--- config.mk ---
export PLATFORM = sky130hd
export DESIGN_NAME = cmo_range_engine
export DESIGN_NICKNAME = d
export VERILOG_FILES = /design/src/rtl/cmo_pkg.sv /design/src/rtl/cmo_reg_bank.sv /design/src/rtl/cmo_line_walker.sv /design/src/rtl/cmo_range_engine.sv
export SDC_FILE = /design/constraint.sdc
export NUM_CORES = 1
export LEC_CHECK = 0
export BUFFER_PORTS_ARGS = -buffer_cell sky130_fd_sc_hd__buf_2
export CORE_MARGIN = 10
export CORE_UTILIZATION = 60
export CTS_BUF_LIST = sky130_fd_sc_hd__clkbuf_8
export DETAILED_ROUTE_END_ITERATION = 7
export HOLD_SLACK_MARGIN = 0.12
export PLACE_DENSITY = 0.93
export RECOVER_POWER = 100
export SETUP_SLACK_MARGIN = 0.05
export SLEW_MARGIN = 20
export SYNTH_ARGS = -nofsm -noshare
export SYNTH_HDL_FRONTEND = slang
export SYNTH_SLANG_ARGS = --single-unit
--- constraint.sdc ---
create_clock -name clk -period 4.55 [get_ports clk]
set_input_delay 1.1375 -clock clk [delete_from_list [all_inputs] [get_ports clk]]
set_output_delay 1.1375 -clock clk [all_outputs]
set_load 0.02 [all_outputs]
--- src/rtl/cmo_pkg.sv ---
package cmo_pkg;

  typedef enum logic [1:0] {
    CMD_NOP   = 2'd0,
    CMD_INVAL = 2'd1,
    CMD_SYNC  = 2'd2
  } cmd_e;

  localparam int unsigned IDX_ADDR_LO = 0;
  localparam int unsigned IDX_ADDR_HI = 1;
  localparam int unsigned IDX_LENGTH  = 2;
  localparam int unsigned IDX_COMMAND = 3;

  // Number of lines touched by [base, base+len-1]; zero when len is zero.
  function automatic logic [63:0] lines_touched(input logic [63:0] base,
                                                input logic [31:0] len,
                                                input int unsigned line_sh);
    logic [63:0] mask;
    logic [63:0] span;
    mask = (64'd1 << line_sh) - 64'd1;
    span = (base & mask) + {32'd0, len};
    if (len == 32'd0) return 64'd0;
    return (span + mask) >> line_sh;
  endfunction

  // Base rounded down to a line boundary.
  function automatic logic [63:0] line_floor(input logic [63:0] base,
                                             input int unsigned line_sh);
    return base & ~((64'd1 << line_sh) - 64'd1);
  endfunction

endpackage

--- src/rtl/cmo_reg_bank.sv ---
module cmo_reg_bank
  import cmo_pkg::*;
#(
  parameter int unsigned DATA_W = 32,
  parameter int unsigned IDX_W  = 3,
  localparam int unsigned BE_W   = DATA_W / 8,
  localparam int unsigned ADDR_W = 2 * DATA_W
) (
  input  logic              clk,
  input  logic              rst_n,
  input  logic              acc_fire,
  input  logic              acc_we,
  input  logic [IDX_W-1:0]  acc_idx,
  input  logic [BE_W-1:0]   acc_be,
  input  logic [DATA_W-1:0] acc_wdata,
  output logic [ADDR_W-1:0] base_q,
  output logic [DATA_W-1:0] len_q,
  output cmd_e              cmd_q,
  output logic [DATA_W-1:0] rdata_nx,
  output logic              err_nx,
  output logic              cmd_wr_evt
);

  logic idx_bad;
  logic be_bad;
  logic cmd_bad;
  logic wr_ok;

  assign idx_bad = acc_idx > IDX_W'(IDX_COMMAND);
  assign be_bad  = acc_we && (acc_be != {BE_W{1'b1}});
  assign cmd_bad = acc_we && (acc_idx == IDX_W'(IDX_COMMAND)) &&
                   (acc_wdata > DATA_W'(CMD_SYNC));
  assign err_nx  = idx_bad || be_bad || cmd_bad;
  assign wr_ok   = acc_fire && acc_we && !err_nx;
  assign cmd_wr_evt = wr_ok && (acc_idx == IDX_W'(IDX_COMMAND));

  always_ff @(posedge clk or negedge rst_n) begin
    if (!rst_n) begin
      base_q <= '0;
      len_q  <= '0;
      cmd_q  <= CMD_NOP;
    end else if (wr_ok) begin
      case (acc_idx)
        IDX_W'(IDX_ADDR_LO): base_q[DATA_W-1:0]      <= acc_wdata;
        IDX_W'(IDX_ADDR_HI): base_q[ADDR_W-1:DATA_W] <= acc_wdata;
        IDX_W'(IDX_LENGTH):  len_q                   <= acc_wdata;
        default:             cmd_q <= cmd_e'(acc_wdata[1:0]);
      endcase
    end
  end

  always_comb begin
    rdata_nx = '0;
    case (acc_idx)
      IDX_W'(IDX_ADDR_LO): rdata_nx = base_q[DATA_W-1:0];
      IDX_W'(IDX_ADDR_HI): rdata_nx = base_q[ADDR_W-1:DATA_W];
      IDX_W'(IDX_LENGTH):  rdata_nx = len_q;
      IDX_W'(IDX_COMMAND): rdata_nx = DATA_W'(cmd_q);
      default:             rdata_nx = '0;
    endcase
  end

endmodule

--- src/rtl/cmo_line_walker.sv ---
module cmo_line_walker #(
  parameter int unsigned ADDR_W     = 64,
  parameter int unsigned CNT_W      = 33,
  parameter int unsigned LINE_BYTES = 64
) (
  input  logic              clk,
  input  logic              rst_n,
  input  logic              start,
  input  logic [ADDR_W-1:0] first_addr,
  input  logic [CNT_W-1:0]  line_cnt,
  input  logic              op_wb,
  input  logic              ack,
  output logic              req_valid,
  output logic [ADDR_W-1:0] req_addr,
  output logic              req_op,
  output logic              active,
  output logic              last_line,
  output logic              done_evt
);

  logic [CNT_W-1:0] remain_q;

  assign req_valid = active;
  assign last_line = active && (remain_q == CNT_W'(1));
  assign done_evt  = last_line && ack;

  always_ff @(posedge clk or negedge rst_n) begin
    if (!rst_n) begin
      active   <= 1'b0;
      remain_q <= '0;
      req_addr <= '0;
      req_op   <= 1'b0;
    end else if (start) begin
      active   <= 1'b1;
      remain_q <= line_cnt;
      req_addr <= first_addr;
      req_op   <= op_wb;
    end else if (active && ack) begin
      remain_q <= remain_q - CNT_W'(1);
      req_addr <= req_addr + ADDR_W'(LINE_BYTES);
      if (remain_q == CNT_W'(1)) active <= 1'b0;
    end
  end

endmodule

--- src/rtl/cmo_range_engine.sv ---
module cmo_range_engine
  import cmo_pkg::*;
#(
  parameter int unsigned DATA_W     = 32,
  parameter int unsigned IDX_W      = 3,
  parameter int unsigned LINE_BYTES = 64,
  localparam int unsigned BE_W    = DATA_W / 8,
  localparam int unsigned ADDR_W  = 2 * DATA_W,
  localparam int unsigned CNT_W   = DATA_W + 1,
  localparam int unsigned LINE_SH = $clog2(LINE_BYTES)
) (
  input  logic              clk,
  input  logic              rst_n,
  input  logic              reg_req,
  output logic              reg_ready,
  input  logic              reg_we,
  input  logic [IDX_W-1:0]  reg_idx,
  input  logic [BE_W-1:0]   reg_be,
  input  logic [DATA_W-1:0] reg_wdata,
  output logic              rsp_valid,
  output logic              rsp_err,
  output logic [DATA_W-1:0] rsp_rdata,
  output logic              line_req_valid,
  output logic              line_req_op,
  output logic [ADDR_W-1:0] line_req_addr,
  input  logic              line_ack
);

  logic              busy_q;
  logic              acc_fire;
  logic [ADDR_W-1:0] base_q;
  logic [DATA_W-1:0] len_q;
  cmd_e              cmd_q;
  logic [DATA_W-1:0] rdata_nx;
  logic              err_nx;
  logic              cmd_wr_evt;
  cmd_e              cmd_new;
  logic [63:0]       cnt_full;
  logic [CNT_W-1:0]  cnt_now;
  logic              walk_start;
  logic              walk_active;
  logic              walk_last;
  logic              walk_done;

  assign reg_ready = !busy_q;
  assign acc_fire  = reg_req && reg_ready;

  cmo_reg_bank #(.DATA_W(DATA_W), .IDX_W(IDX_W)) bank_i (
    .clk(clk), .rst_n(rst_n),
    .acc_fire(acc_fire), .acc_we(reg_we), .acc_idx(reg_idx),
    .acc_be(reg_be), .acc_wdata(reg_wdata),
    .base_q(base_q), .len_q(len_q), .cmd_q(cmd_q),
    .rdata_nx(rdata_nx), .err_nx(err_nx), .cmd_wr_evt(cmd_wr_evt)
  );

  assign cmd_new    = cmd_e'(reg_wdata[1:0]);
  assign cnt_full   = lines_touched(64'(base_q), 32'(len_q), LINE_SH);
  assign cnt_now    = cnt_full[CNT_W-1:0];
  assign walk_start = cmd_wr_evt && (cmd_new != CMD_NOP) && (cnt_now != '0);

  cmo_line_walker #(.ADDR_W(ADDR_W), .CNT_W(CNT_W), .LINE_BYTES(LINE_BYTES)) walk_i (
    .clk(clk), .rst_n(rst_n),
    .start(walk_start),
    .first_addr(ADDR_W'(line_floor(64'(base_q), LINE_SH))),
    .line_cnt(cnt_now),
    .op_wb(cmd_new == CMD_SYNC),
    .ack(line_ack),
    .req_valid(line_req_valid), .req_addr(line_req_addr), .req_op(line_req_op),
    .active(walk_active), .last_line(walk_last), .done_evt(walk_done)
  );

  always_ff @(posedge clk or negedge rst_n) begin
    if (!rst_n) begin
      busy_q    <= 1'b0;
      rsp_valid <= 1'b0;
      rsp_err   <= 1'b0;
      rsp_rdata <= '0;
    end else begin
      if (walk_start)     busy_q <= 1'b1;
      else if (walk_done) busy_q <= 1'b0;
      rsp_valid <= (acc_fire && !walk_start) || walk_done;
      rsp_err   <= acc_fire && err_nx;
      rsp_rdata <= (acc_fire && !reg_we && !err_nx) ? rdata_nx : '0;
    end
  end

endmodule

==> summary.md <==
| Metric | Value |
|---|---|
| Status | `finished with violations` |
| Failing checks | `capacitance limit, slew limit` |
| Post-CTS Repair Setup Buffers | `0` |
| Final period util | `0.966` |
| Num CTS Buffers | `37` |
| LEAKAGE | `~6.6 nW` |
| Vias per cell | `~6.5` |
| WL final | `between 30,000 and 40,000 um` |
| Mean Syn Cell Area | `around 11 um2` |
| YS warnings | `0` |
| Detailed-route via count | `about 10,000` |
| Core Region | `approximately 19,000 um2` |
| Final min period | `4.40 ns` |
| Most used DFF post-synth | `dfrtp_1` |
| Post_cts resized | `0` |
| Post-DP HPWL | `~24,000 um` |
| Worst-case clock buffer depth | `3` |
| HP Class | `flip-flop to flip-flop` |
| Crit-path max cell delay | `about 1.5 ns` |
| Fraction of registers with async set/reset | `1.00` |
| First-pass GRT wire length | `approximately 57,000 um` |
| WL/cell | `around 24 um` |
| Setup_tns | `0 ns` |
| Worst endpoint required time | `4.95 ns` |
| Unique masters post-synth | `69` |
| Slowest stage cell, crit path | `clkbuf_1` |
| EDFF count, synth | `0` |
| Synth-to-layout area growth | `13.6%` |
| Skew-Pair Late Insertion Delay | `0.55 ns` |
| Initial Util | `0.608` |
| Detail Route Antenna Nets | `0` |
| Num Clock Sinks | `about 230` |
| Num rows | `approximately 50` |
| Synth top cells by count | `dfrtp_1, mux2_2, nor2_1, nand2_1, xnor2_1` |
| Synthesized area | `approximately 12,000 um2` |
| Seq/Total Area, Yosys | `0.481` |
| CP startpoint kind | `input port` |
| Worst Setup End Kind | `flip-flop` |
| VDD IR max | `approximately 300 uV` |
| Worst-path clk slew | `roughly 0.060 ns` |
| Fmax | `between 200 and 250 MHz` |
| Max Slew Vio Count | `between 150 and 200` |
| Net count, final | `between 1,000 and 1,500` |
| Pwr dens | `around 330 nW/um2` |
| Most used cell, CP | `clkbuf_1` |
| I/O Buffers | `138` |
| Storage element area | `between 5000 and 6000 um2` |
| Die Span Y | `between 150 and 200 um` |
| Syn Inst Count | `approximately 1,100` |
| GR Overflow Total | `0` |
| Max_slew headroom | `-0.872` |
| Drc violations | `0` |
| TritonCTS clock tree | `yes` |
| Hold buffers post-CTS | `0` |
| Antenna violations before repair | `0` |
| Crit-path max FO | `30` |
| Gr usage total | `0.273` |
| GP Congestion | `between 0.9 and 1` |
| Drt first pass iters | `5` |
| I/O pins | `between 100 and 150` |
| CP Cell Sequence | `clkbuf_1 > clkbuf_1 > inv_1 > clkbuf_1 > a22oi_1 > nor2_1 > a21oi_1 > nor2_1` |
| Yosys top cell area share | `0.481` |
| Layout cells sized above 1 | `0.197` |
| Final setup viols | `0` |
| Worst slew pin tran | `between 2 and 3 ns` |
| Filler cells | `1,341` |
| Vias in the first global route | `10,400` |
| Worst EP arrival | `between 4 and 5 ns` |
| Dominant cells by area after synthesis | `dfrtp_1, mux2_2, xnor2_1` |
| Critical path class | `input port to flip-flop` |
| Clock Root Buffer | `clkbuf_8` |
| Width of the die | `between 150 and 200 um` |
| Count leader, synth | `dfrtp_1` |
| Ant. Diodes | `0` |
| Largest net degree at the start of global routing | `110` |
| Final Non-Filler Cells | `1,525` |
| Yosys top cell by area | `dfrtp_1` |
| Placed insts | `around 1,500` |
| Iteration-0 DRC Markers | `between 1,000 and 1,500` |
| Final hold violations | `0` |
| Die area | `approximately 26,000 um2` |
| RSZ-0062 raised after global routing | `no` |
| Synth Register Bits | `roughly 230` |
| H-tree depth reported by CTS | `2` |
| Max Cap Viol | `3` |
| Area of the multi-input gates | `5720 um2` |
| Worst-case clock skew | `roughly 0.034 ns` |
[cells by family (layout without fill, tap and decap cells)]
group           count (synthesis)  in the layout  synth area share
fa+ha+maj                      13             13            0.0138
xor+xnor                      107            107            0.0798
simple gates                  362            362             0.151
mux                           201            201             0.190
flops                         226            226             0.481
buf+inv                        91            261            0.0346
compound gates                 84             84            0.0492
other cells                     1              6          0.000319
[power by group]
group	switching (mW)	total, mW	internal (mW)
logic	0.313	0.484	0.171
registers	0.0607	2.12	2.06
clock network	0.828	1.82	0.996
[final timing paths]
check,from,endpoint,slack [ns],depth (start not counted)
max,reg_idx[1],rsp_rdata[24],0.15,8
min,busy_q,busy_q,0.50,2
max reg2reg,bank_i.len_q[2],walk_i.req_addr[21],0.38,13
min reg2reg,busy_q,busy_q,0.50,2
max in group asynchronous,rst_n,walk_i.req_addr[6],1.06,2
min in group asynchronous,rst_n,bank_i.base_q[49],1.47,1
[metrics by stage]
step                      worst slack (ns)  hold WS [ns]  power, mW  instance area, um2  utilization
after floorplan                       1.03         0.447       2.43               11800            -
after global placement               0.569         0.462       2.61               12700        0.659
after detailed placement             0.510         0.491       2.63               12700        0.659
after CTS                            0.456         0.505       4.43               13500        0.699
after global routing                 0.131         0.518       4.57               13400        0.690
final                                0.153         0.500       4.43               13400        0.690
[critical path: cells and delay by family]
kind            cells  cell delay (ns)
compound gates      2             0.77
simple gates        2             0.20
buf+inv             4             2.64
[per-layer routing]
| layer | vias up | share of wire | track usage | wire [um] |
|---|---|---|---|---|
| met4 | 0 | 0.055 | 0.139 | 1980 |
| met3 | 213 | 0.11 | 0.0746 | 3920 |
| met5 | - | 0 | 0 | 0 |
| li1 | 4113 | - | - | - |
| met2 | 715 | 0.47 | 0.444 | 16800 |
| met1 | 4817 | 0.37 | 0.327 | 13200 |
[cells in the final DEF, fill, tap and decap left out, drive strengths merged, types with 4 or more instances in the layout]
cell    synthesis  layout
conb            1       6
buf            29      52
dfrtp         226     226
xor2           48      48
o21ai          12      12
clkbuf         24     157
nor4           21      21
nand2          68      68
mux2i          44      44
and3           16      16
ha             13      13
nand3          39      39
or4             4       4
a21oi          13      13
inv            38      47
or2             5       5
and2           10      10
mux2          155     155
nand4          20      20
and4            4       4
a31oi          20      20
or3             8       8
a22oi          11      11
nor3           39      39
nor2          109     109
nor3b           6       6
xnor2          59      59
[flip-flops by register name, indices dropped and copies added, names as in the netlist]
name and flops:
bank_i.base_q 64, walk_i.remain_q 33, walk_i.req_op 1, bank_i.len_q 32
rsp_rdata 32, bank_i.cmd_q 2, rsp_err 1, rsp_valid 1
busy_q 1, walk_i.req_addr 58, walk_i.active 1
[area by class of cell]
| cell class | instances | area share |
|---|---|---|
| Tap cell | 265 | 0.0248 |
| Timing Repair Buffer | 158 | 0.0550 |
| Clock inverter | 14 | 0.00497 |
| Clock buffer | 51 | 0.0526 |
| Multi-Input combinational cell | 773 | 0.428 |
| Sequential cell | 226 | 0.424 |
| Inverter | 38 | 0.0107 |
(Power assumes the default switching activity.)
